==> config.mk <==
export PLATFORM = sky130hd
export DESIGN_NAME = i2cq_master
export DESIGN_NICKNAME = d
export VERILOG_FILES = /design/src/rtl/i2cq_pkg.sv /design/src/rtl/i2cq_fifo.sv /design/src/rtl/i2cq_en_sync.sv /design/src/rtl/i2cq_engine.sv /design/src/rtl/i2cq_master.sv
export SDC_FILE = /design/constraint.sdc
export NUM_CORES = 1
export LEC_CHECK = 0
export BUFFER_PORTS_ARGS = -buffer_cell sky130_fd_sc_hd__buf_2
export CORE_ASPECT_RATIO = 0.5
export CORE_UTILIZATION = 54
export DETAILED_ROUTE_END_ITERATION = 10
export PLACE_DENSITY_LB_ADDON = 0.08
export SETUP_SLACK_MARGIN = 0.3
export SLEW_MARGIN = 20
export SYNTH_ARGS = -nofsm -noshare
export SYNTH_HDL_FRONTEND = slang
export SYNTH_SLANG_ARGS = --single-unit
==> constraint.sdc <==
create_clock -name clk -period 5.3 [get_ports clk]
set_input_delay 1.06 -clock clk [delete_from_list [all_inputs] [get_ports clk]]
set_output_delay 1.06 -clock clk [all_outputs]
set_load 0.01 [all_outputs]
==> src/rtl/i2cq_pkg.sv <==
package i2cq_pkg;

  typedef enum logic [3:0] {
    ST_IDLE, ST_ADDR, ST_AACK, ST_SEL, ST_WDATA,
    ST_WACK, ST_RDATA, ST_MACK, ST_RSTART, ST_STOP
  } eng_state_t;

  typedef enum logic [2:0] {
    SYM_NONE    = 3'd0,
    SYM_START   = 3'd1,
    SYM_RESTART = 3'd2,
    SYM_DRIVE   = 3'd3,
    SYM_SAMPLE  = 3'd4,
    SYM_STOP    = 3'd5
  } bus_sym_t;

  localparam logic [2:0] A_CTRL   = 3'd0;
  localparam logic [2:0] A_TARGET = 3'd1;
  localparam logic [2:0] A_DATA   = 3'd2;
  localparam logic [2:0] A_ENABLE = 3'd3;
  localparam logic [2:0] A_ENSTAT = 3'd4;
  localparam logic [2:0] A_STATUS = 3'd5;
  localparam logic [2:0] A_FLAGS  = 3'd6;

  localparam int C_MASTER   = 0;
  localparam int C_RESTART  = 5;
  localparam int C_STOPHOLD = 7;

  // address byte on the wire: 7-bit slave address then R/W (1 = read)
  function automatic logic [7:0] addr_byte(input logic [7:0] tar, input logic rd);
    return {tar[6:0], rd};
  endfunction

  // master acknowledge level after a read byte: NACK unless another read follows
  function automatic logic master_nack(input logic q_empty, input logic [8:0] next_cmd);
    return q_empty | ~next_cmd[8];
  endfunction

endpackage

==> src/rtl/i2cq_fifo.sv <==
module i2cq_fifo #(
  parameter int W     = 8,
  parameter int DEPTH = 16
) (
  input  logic         clk,
  input  logic         rst_n,
  input  logic         push,
  input  logic [W-1:0] din,
  input  logic         pop,
  input  logic         flush,
  output logic [W-1:0] dout,
  output logic         full,
  output logic         empty
);
  localparam int AW = $clog2(DEPTH);

  logic [W-1:0] mem [DEPTH];
  logic [AW:0]  wp, rp;

  assign empty = (wp == rp);
  assign full  = (wp[AW] != rp[AW]) && (wp[AW-1:0] == rp[AW-1:0]);
  assign dout  = mem[rp[AW-1:0]];

  always_ff @(posedge clk or negedge rst_n) begin
    if (!rst_n) begin
      wp <= '0;
      rp <= '0;
    end else if (flush) begin
      rp <= wp;
    end else begin
      if (push && !full) wp <= wp + 1'b1;
      if (pop && !empty) rp <= rp + 1'b1;
    end
  end

  always_ff @(posedge clk) begin
    if (push && !full && !flush) mem[wp[AW-1:0]] <= din;
  end
endmodule

==> src/rtl/i2cq_en_sync.sv <==
module i2cq_en_sync #(
  parameter int LAT = 3
) (
  input  logic clk,
  input  logic rst_n,
  input  logic en_req,
  input  logic busy,
  output logic en_stat
);
  localparam int CW = $clog2(LAT + 1);

  logic [CW-1:0] cnt;
  logic          pending;

  // a disable waits for the engine to finish its transfer
  assign pending = (en_req != en_stat) && (en_req || !busy);

  always_ff @(posedge clk or negedge rst_n) begin
    if (!rst_n) begin
      cnt     <= '0;
      en_stat <= 1'b0;
    end else if (pending) begin
      if (cnt == CW'(LAT - 1)) begin
        en_stat <= en_req;
        cnt     <= '0;
      end else begin
        cnt <= cnt + 1'b1;
      end
    end else begin
      cnt <= '0;
    end
  end
endmodule

==> src/rtl/i2cq_engine.sv <==
module i2cq_engine
  import i2cq_pkg::*;
(
  input  logic       clk,
  input  logic       rst_n,
  input  logic       go,
  input  logic       hold_en,
  input  logic       restart_en,
  input  logic       tick,
  input  logic       sda_in,
  input  logic [7:0] tar,
  input  logic       cmd_empty,
  input  logic [8:0] cmd_head,
  output logic       cmd_pop,
  output logic       abort_evt,
  output logic       rx_push,
  output logic [7:0] rx_byte,
  output logic       busy,
  output logic       bus_stb,
  output logic [2:0] bus_sym,
  output logic       bus_bit
);
  eng_state_t st;
  logic [2:0] bitcnt;
  logic [7:0] sh;
  logic       cur_rd;
  bus_sym_t   sym;
  logic       start_evt, same_dir, ack_slot, nack_lvl;

  assign start_evt = (st == ST_IDLE) && tick && go && !cmd_empty;
  assign same_dir  = (cmd_head[8] == cur_rd);
  assign ack_slot  = (st == ST_AACK) || (st == ST_WACK);
  assign abort_evt = ack_slot && tick && sda_in;
  assign nack_lvl  = master_nack(cmd_empty, cmd_head);
  assign rx_push   = (st == ST_MACK) && tick;
  assign rx_byte   = sh;
  assign cmd_pop   = (st == ST_SEL) && !cmd_empty && same_dir;
  assign busy      = (st != ST_IDLE);

  always_comb begin
    sym     = SYM_NONE;
    bus_bit = 1'b1;
    unique case (st)
      ST_IDLE:   if (start_evt) sym = SYM_START;
      ST_RSTART: if (tick) sym = SYM_RESTART;
      ST_ADDR, ST_WDATA: if (tick) begin
        sym     = SYM_DRIVE;
        bus_bit = sh[7];
      end
      ST_AACK, ST_WACK, ST_RDATA: if (tick) sym = SYM_SAMPLE;
      ST_MACK: if (tick) begin
        sym     = SYM_DRIVE;
        bus_bit = nack_lvl;
      end
      ST_STOP:   if (tick) sym = SYM_STOP;
      default:   sym = SYM_NONE;
    endcase
  end

  assign bus_stb = (sym != SYM_NONE);
  assign bus_sym = sym;

  always_ff @(posedge clk or negedge rst_n) begin
    if (!rst_n) begin
      st     <= ST_IDLE;
      bitcnt <= '0;
      sh     <= '0;
      cur_rd <= 1'b0;
    end else begin
      unique case (st)
        ST_IDLE: if (start_evt) begin
          st     <= ST_ADDR;
          cur_rd <= cmd_head[8];
          sh     <= addr_byte(tar, cmd_head[8]);
          bitcnt <= '0;
        end
        ST_RSTART: if (tick) begin
          st     <= ST_ADDR;
          cur_rd <= cmd_head[8];
          sh     <= addr_byte(tar, cmd_head[8]);
          bitcnt <= '0;
        end
        ST_ADDR, ST_WDATA: if (tick) begin
          sh     <= {sh[6:0], 1'b0};
          bitcnt <= bitcnt + 1'b1;
          if (bitcnt == 3'd7) st <= (st == ST_ADDR) ? ST_AACK : ST_WACK;
        end
        ST_AACK, ST_WACK: if (tick) st <= sda_in ? ST_STOP : ST_SEL;
        ST_SEL: begin
          if (cmd_empty) begin
            if (!hold_en) st <= ST_STOP;
          end else if (same_dir) begin
            bitcnt <= '0;
            if (cmd_head[8]) st <= ST_RDATA;
            else begin
              st <= ST_WDATA;
              sh <= cmd_head[7:0];
            end
          end else begin
            st <= restart_en ? ST_RSTART : ST_STOP;
          end
        end
        ST_RDATA: if (tick) begin
          sh     <= {sh[6:0], sda_in};
          bitcnt <= bitcnt + 1'b1;
          if (bitcnt == 3'd7) st <= ST_MACK;
        end
        ST_MACK: if (tick) st <= ST_SEL;
        ST_STOP: if (tick) st <= ST_IDLE;
        default: st <= ST_IDLE;
      endcase
    end
  end
endmodule

==> src/rtl/i2cq_master.sv <==
module i2cq_master
  import i2cq_pkg::*;
#(
  parameter int CMD_DEPTH = 16,
  parameter int RX_DEPTH  = 16,
  parameter int EN_LAT    = 3
) (
  input  logic        clk,
  input  logic        rst_n,
  input  logic        reg_wr,
  input  logic        reg_rd,
  input  logic [2:0]  reg_addr,
  input  logic [8:0]  reg_wdata,
  output logic [15:0] reg_rdata,
  input  logic        bit_tick,
  input  logic        sda_in,
  output logic        bus_stb,
  output logic [2:0]  bus_sym,
  output logic        bus_bit
);
  localparam int CMD_W = 9;

  logic [7:0] ctrl_q, tar_q;
  logic       en_req, en_stat;
  logic       flag_tx_over, flag_rx_over, flag_tx_abort;

  logic             cmd_push_req, rx_pop, flags_rd;
  logic             tx_full, tx_empty, rx_full, rx_empty;
  logic [CMD_W-1:0] cmd_head;
  logic [7:0]       rx_dout, rx_byte;
  logic             cmd_pop, abort_evt, rx_push, busy, go, hold_en;

  assign cmd_push_req = reg_wr && (reg_addr == A_DATA);
  assign rx_pop       = reg_rd && (reg_addr == A_DATA) && !rx_empty;
  assign flags_rd     = reg_rd && (reg_addr == A_FLAGS);
  assign go           = en_stat && en_req && ctrl_q[C_MASTER];
  assign hold_en      = ctrl_q[C_STOPHOLD] && en_req;

  always_ff @(posedge clk or negedge rst_n) begin
    if (!rst_n) begin
      ctrl_q        <= '0;
      tar_q         <= '0;
      en_req        <= 1'b0;
      flag_tx_over  <= 1'b0;
      flag_rx_over  <= 1'b0;
      flag_tx_abort <= 1'b0;
    end else begin
      if (reg_wr && reg_addr == A_CTRL)   ctrl_q <= reg_wdata[7:0];
      if (reg_wr && reg_addr == A_TARGET) tar_q  <= reg_wdata[7:0];
      if (reg_wr && reg_addr == A_ENABLE) en_req <= reg_wdata[0];
      flag_tx_over  <= (cmd_push_req && tx_full) || (flag_tx_over && !flags_rd);
      flag_rx_over  <= (rx_push && rx_full)      || (flag_rx_over && !flags_rd);
      flag_tx_abort <= abort_evt                 || (flag_tx_abort && !flags_rd);
    end
  end

  i2cq_fifo #(.W(CMD_W), .DEPTH(CMD_DEPTH)) u_cmdq (
    .clk(clk), .rst_n(rst_n), .push(cmd_push_req), .din(reg_wdata),
    .pop(cmd_pop), .flush(abort_evt), .dout(cmd_head),
    .full(tx_full), .empty(tx_empty)
  );

  i2cq_fifo #(.W(8), .DEPTH(RX_DEPTH)) u_rxq (
    .clk(clk), .rst_n(rst_n), .push(rx_push), .din(rx_byte),
    .pop(rx_pop), .flush(1'b0), .dout(rx_dout),
    .full(rx_full), .empty(rx_empty)
  );

  i2cq_en_sync #(.LAT(EN_LAT)) u_en (
    .clk(clk), .rst_n(rst_n), .en_req(en_req), .busy(busy), .en_stat(en_stat)
  );

  i2cq_engine u_eng (
    .clk(clk), .rst_n(rst_n), .go(go), .hold_en(hold_en),
    .restart_en(ctrl_q[C_RESTART]), .tick(bit_tick), .sda_in(sda_in),
    .tar(tar_q), .cmd_empty(tx_empty), .cmd_head(cmd_head),
    .cmd_pop(cmd_pop), .abort_evt(abort_evt), .rx_push(rx_push),
    .rx_byte(rx_byte), .busy(busy), .bus_stb(bus_stb),
    .bus_sym(bus_sym), .bus_bit(bus_bit)
  );

  always_comb begin
    unique case (reg_addr)
      A_CTRL:   reg_rdata = {8'h00, ctrl_q};
      A_TARGET: reg_rdata = {8'h00, tar_q};
      A_DATA:   reg_rdata = rx_empty ? 16'h0000 : {8'h00, rx_dout};
      A_ENABLE: reg_rdata = {15'h0000, en_req};
      A_ENSTAT: reg_rdata = {15'h0000, en_stat};
      A_STATUS: reg_rdata = {10'h000, busy, 1'b0, !rx_empty, tx_empty, !tx_full,
                             busy || (go && !tx_empty)};
      A_FLAGS:  reg_rdata = {13'h0000, flag_tx_abort, flag_rx_over, flag_tx_over};
      default:  reg_rdata = 16'h0000;
    endcase
  end
endmodule

==> run_results.csv <==
group,metric,value,unit
synthesis,synth_area_leader_cell,"edfxtp_1",
pwr,peakVddDrop,0.2637,mV
clock_network,root_buffer,"clkbuf_16",
synthesis,yosys_warnings,0,
setup_path,worstSetupStartpointType,"register",
synthesis,synth-async-reset-ratio,0.1782,
placement,portBuffers,30,
placement,gp_congestion,0.8371,
clock_network,clock_latency,0.56,ns
final_layout,syn_to_final_growth,10.20,%
synthesis,yosys.area.top_type_share,0.5754,
synthesis,ys_ff_latch,331,
timing,hold_slack,0.4251,ns
final_layout,final_common_cell,"edfxtp_1",
clock_network,cts_buffers,29,
drt,avgViaCountPerCell,6.025,
floorplan,chipHeight,116.7,um
clock_network,holdBufCountCts,0,
placement,hpwl,19260,um
timing,skew,0.01485,ns
clock_network,cts.clk_slew.worst_paths,0.06,ns
flow_run,cap_violations,0,
clock_network,cts_tree,"yes",
global_routing,grt_max_degree,60,
timing,min_period_over_period,0.8322,
drt,dr.pass1.iters,5,
drt,finalWirelength,28890,um
synthesis,synth.avg_cell_area,16.90,um2
setup_path,crit_fanout,27,
drt,num_vias,7435,
final_layout,drive_above_1_share,0.2281,
global_routing,grt-ovfl-total,0,
timing,fmaxAchievable,226.7,MHz
timing,totalNegativeSetupSlack,0,ns
timing,tightest_slew,1.118,ns
clock_network,clk_path_buf_depth,3,
clock_network,cts_resized,0,
pwr,p_per_area,509.5,mW/mm2
global_routing,grt_pass1_vias,7451,
floorplan,io-pin-count,39,
final_layout,antenna_cells,0,
final_layout,final_cell_mix,"edfxtp_1, mux4_2, dfrtp_1, nor2_1, nand2_1",
floorplan,die_x,231.3,um
setup_path,cp-end-kind,"primary output",
floorplan,core_area,0.02550,mm2
final_layout,nFillCells,1829,
global_routing,gr-usage-all-layers,0.2264,
drt,drc_errors,0,
setup_path,cp.arrival,3.35,ns
synthesis,syn_area,0.01420,mm2
drt,drtIter0Drc,549,
floorplan,start_util,0.5568,
final_layout,regArea,0.009648,mm2
setup_path,worstSetupPathType,"reg -> out",
pwr,leakage,5.421,nW
floorplan,die_area,0.02698,mm2
global_routing,grt_pass1_wl,45410,um
synthesis,syn-instance-count,840,
drt,antenna_left,0,
floorplan,rows,41,
synthesis,ys.flop_type,"edfxtp_1",
synthesis,synth.top_cells.by_area,"edfxtp_1, mux4_2, dfrtp_1",
setup_path,crit_required,4.24,ns
synthesis,ys_types,62,
hold_path,min-delay-path-class,"reg -> reg",
clock_network,cts_setup_buffers,0,
global_routing,antenna_found_initial,0,
final_layout,multiInputGateArea,0.004240,mm2
clock_network,clock_sinks,331,
final_layout,final_nets,902,
synthesis,seq_area_frac_synth,0.6794,
timing,slew_headroom,0.2520,
timing,setup_viol,0,
drt,drt-wirelength-per-cell,23.41,um
synthesis,synth_edf_count,272,
timing,drv_slew,0,
clock_network,h-tree-depth,1,
timing,rsz0062_at_grt,"false",
timing,period_minus_slack,4.411,ns
outcome,status,"complete, no violations",
timing,hold_viol_final,0,
==> routing by layer <==
layer	track usage	part of all wire	wire [um]	vias to the layer above
li1	-	-	-	3351
met5	0	0	0	-
met1	0.3250	0.45	13070	3869
met2	0.3782	0.49	14080	179
met3	0.03320	0.046	1315	36
met4	0.04062	0.015	421	0
==> power by group <==
| group | internal [W] | switching, W |
|---|---|---|
| sequential | 0.00314 | 0.000536 |
| combinational | 0.00107 | 0.00100 |
| clock | 0.00129 | 0.000931 |
| total | 0.00550 | 0.00247 |
==> logic make-up after synthesis <==
family | count (synthesis) | share of synthesized area
simple gates | 184 | 0.06408
compound gates | 94 | 0.04671
mux | 118 | 0.1546
flops | 331 | 0.6794
xor+xnor | 29 | 0.01842
other cells | 1 | 0.0002642
buf+inv | 69 | 0.02424
fa+ha+maj | 14 | 0.01234
==> synthesized netlist by cell type, types with 2 or more instances <==
| master | n |
|---|---|
| a221o_1 | 3 |
| xor2_1 | 16 |
| ha_1 | 14 |
| a21oi_1 | 22 |
| clkinv_1 | 2 |
| nor3_1 | 14 |
| mux2_4 | 7 |
| nor4_1 | 4 |
| mux4_2 | 71 |
| nand2b_1 | 13 |
| a22oi_1 | 5 |
| and3b_1 | 2 |
| edfxtp_1 | 272 |
| a22o_1 | 2 |
| nor3b_1 | 4 |
| nand3_1 | 18 |
| nand2_1 | 47 |
| buf_2 | 16 |
| mux4_1 | 4 |
| nand4_1 | 8 |
| a21o_1 | 2 |
| nor2b_1 | 6 |
| buf_6 | 3 |
| clkbuf_1 | 21 |
| xnor2_1 | 12 |
| and3_1 | 9 |
| buf_1 | 3 |
| dfrtp_1 | 59 |
| o21ai_0 | 23 |
| nor2_1 | 49 |
| mux2_2 | 20 |
| inv_1 | 12 |
| mux2i_1 | 16 |
| or3_1 | 2 |
| buf_4 | 11 |
| o211ai_1 | 9 |
| a221oi_1 | 14 |
==> flip-flops by register name, indices dropped and copies added (netlist names), 2 cells and up <==
register	count
u_cmdq.wp	5
u_eng.bitcnt	3
u_cmdq.rp	5
ctrl_q	8
u_rxq.rp	5
u_eng.rx_byte	8
u_en.cnt	2
u_cmdq.mem	144
tar_q	8
u_rxq.wp	5
u_rxq.mem	128
u_eng.st	4
==> layout make-up <==
type                       count  area share
sequential                   331      0.6167
multi-input combinational    447      0.2711
clock buffer                  30     0.04663
tap                          344     0.02751
timing repair buffer          47     0.01776
clock inverter                21     0.01696
inverter                      14    0.003359
==> through the flow <==
| stage | power, W | instances | worst slack [ns] | instance area (um2) | util |
|---|---|---|---|---|---|
| finish | 0.007971 | 1234 | 0.8892 | 15640 | 0.6136 |
| global route | 0.008369 | 1234 | 0.6907 | 15640 | 0.6136 |
| CTS | 0.008036 | 1234 | 0.7927 | 15640 | 0.6133 |
| detailed placement | 0.005815 | 1183 | 1.317 | 14640 | 0.5743 |
| global placement | 0.005754 | 1183 | 1.371 | 14640 | 0.5743 |
| floorplan | 0.005239 | 847 | 2.009 | 14220 | - |
==> path summary, 6_finish.rpt <==
check,startpoint,slack [ns],endpoint,cells past startpoint
setup / recovery,u_rxq.rp[0]$_DFFE_PN0P_,0.89,reg_rdata[2],5
hold / removal,u_en.cnt[0]$_DFF_PN0_,0.43,u_en.cnt[0]$_DFF_PN0_,1
max in group asynchronous,rst_n,4.08,u_rxq.rp[0]$_DFFE_PN0P_,2
min in group asynchronous,rst_n,0.64,u_cmdq.rp[1]$_DFFE_PN0P_,2
setup reg to reg,u_cmdq.rp[0]$_DFFE_PN0P_,1.31,u_eng.rx_byte[2]$_DFFE_PN0P_,9
hold reg to reg,u_en.cnt[0]$_DFF_PN0_,0.43,u_en.cnt[0]$_DFF_PN0_,1
==> worst max-delay path, cell delays in order, from the launching register on <==
cell	delay (ns)
dfrtp_2	0.94
buf_4	0.38
mux4_2	0.52
mux4_2	0.49
a221o_1	0.32
buf_2	0.15
(Power assumes the default switching activity.)
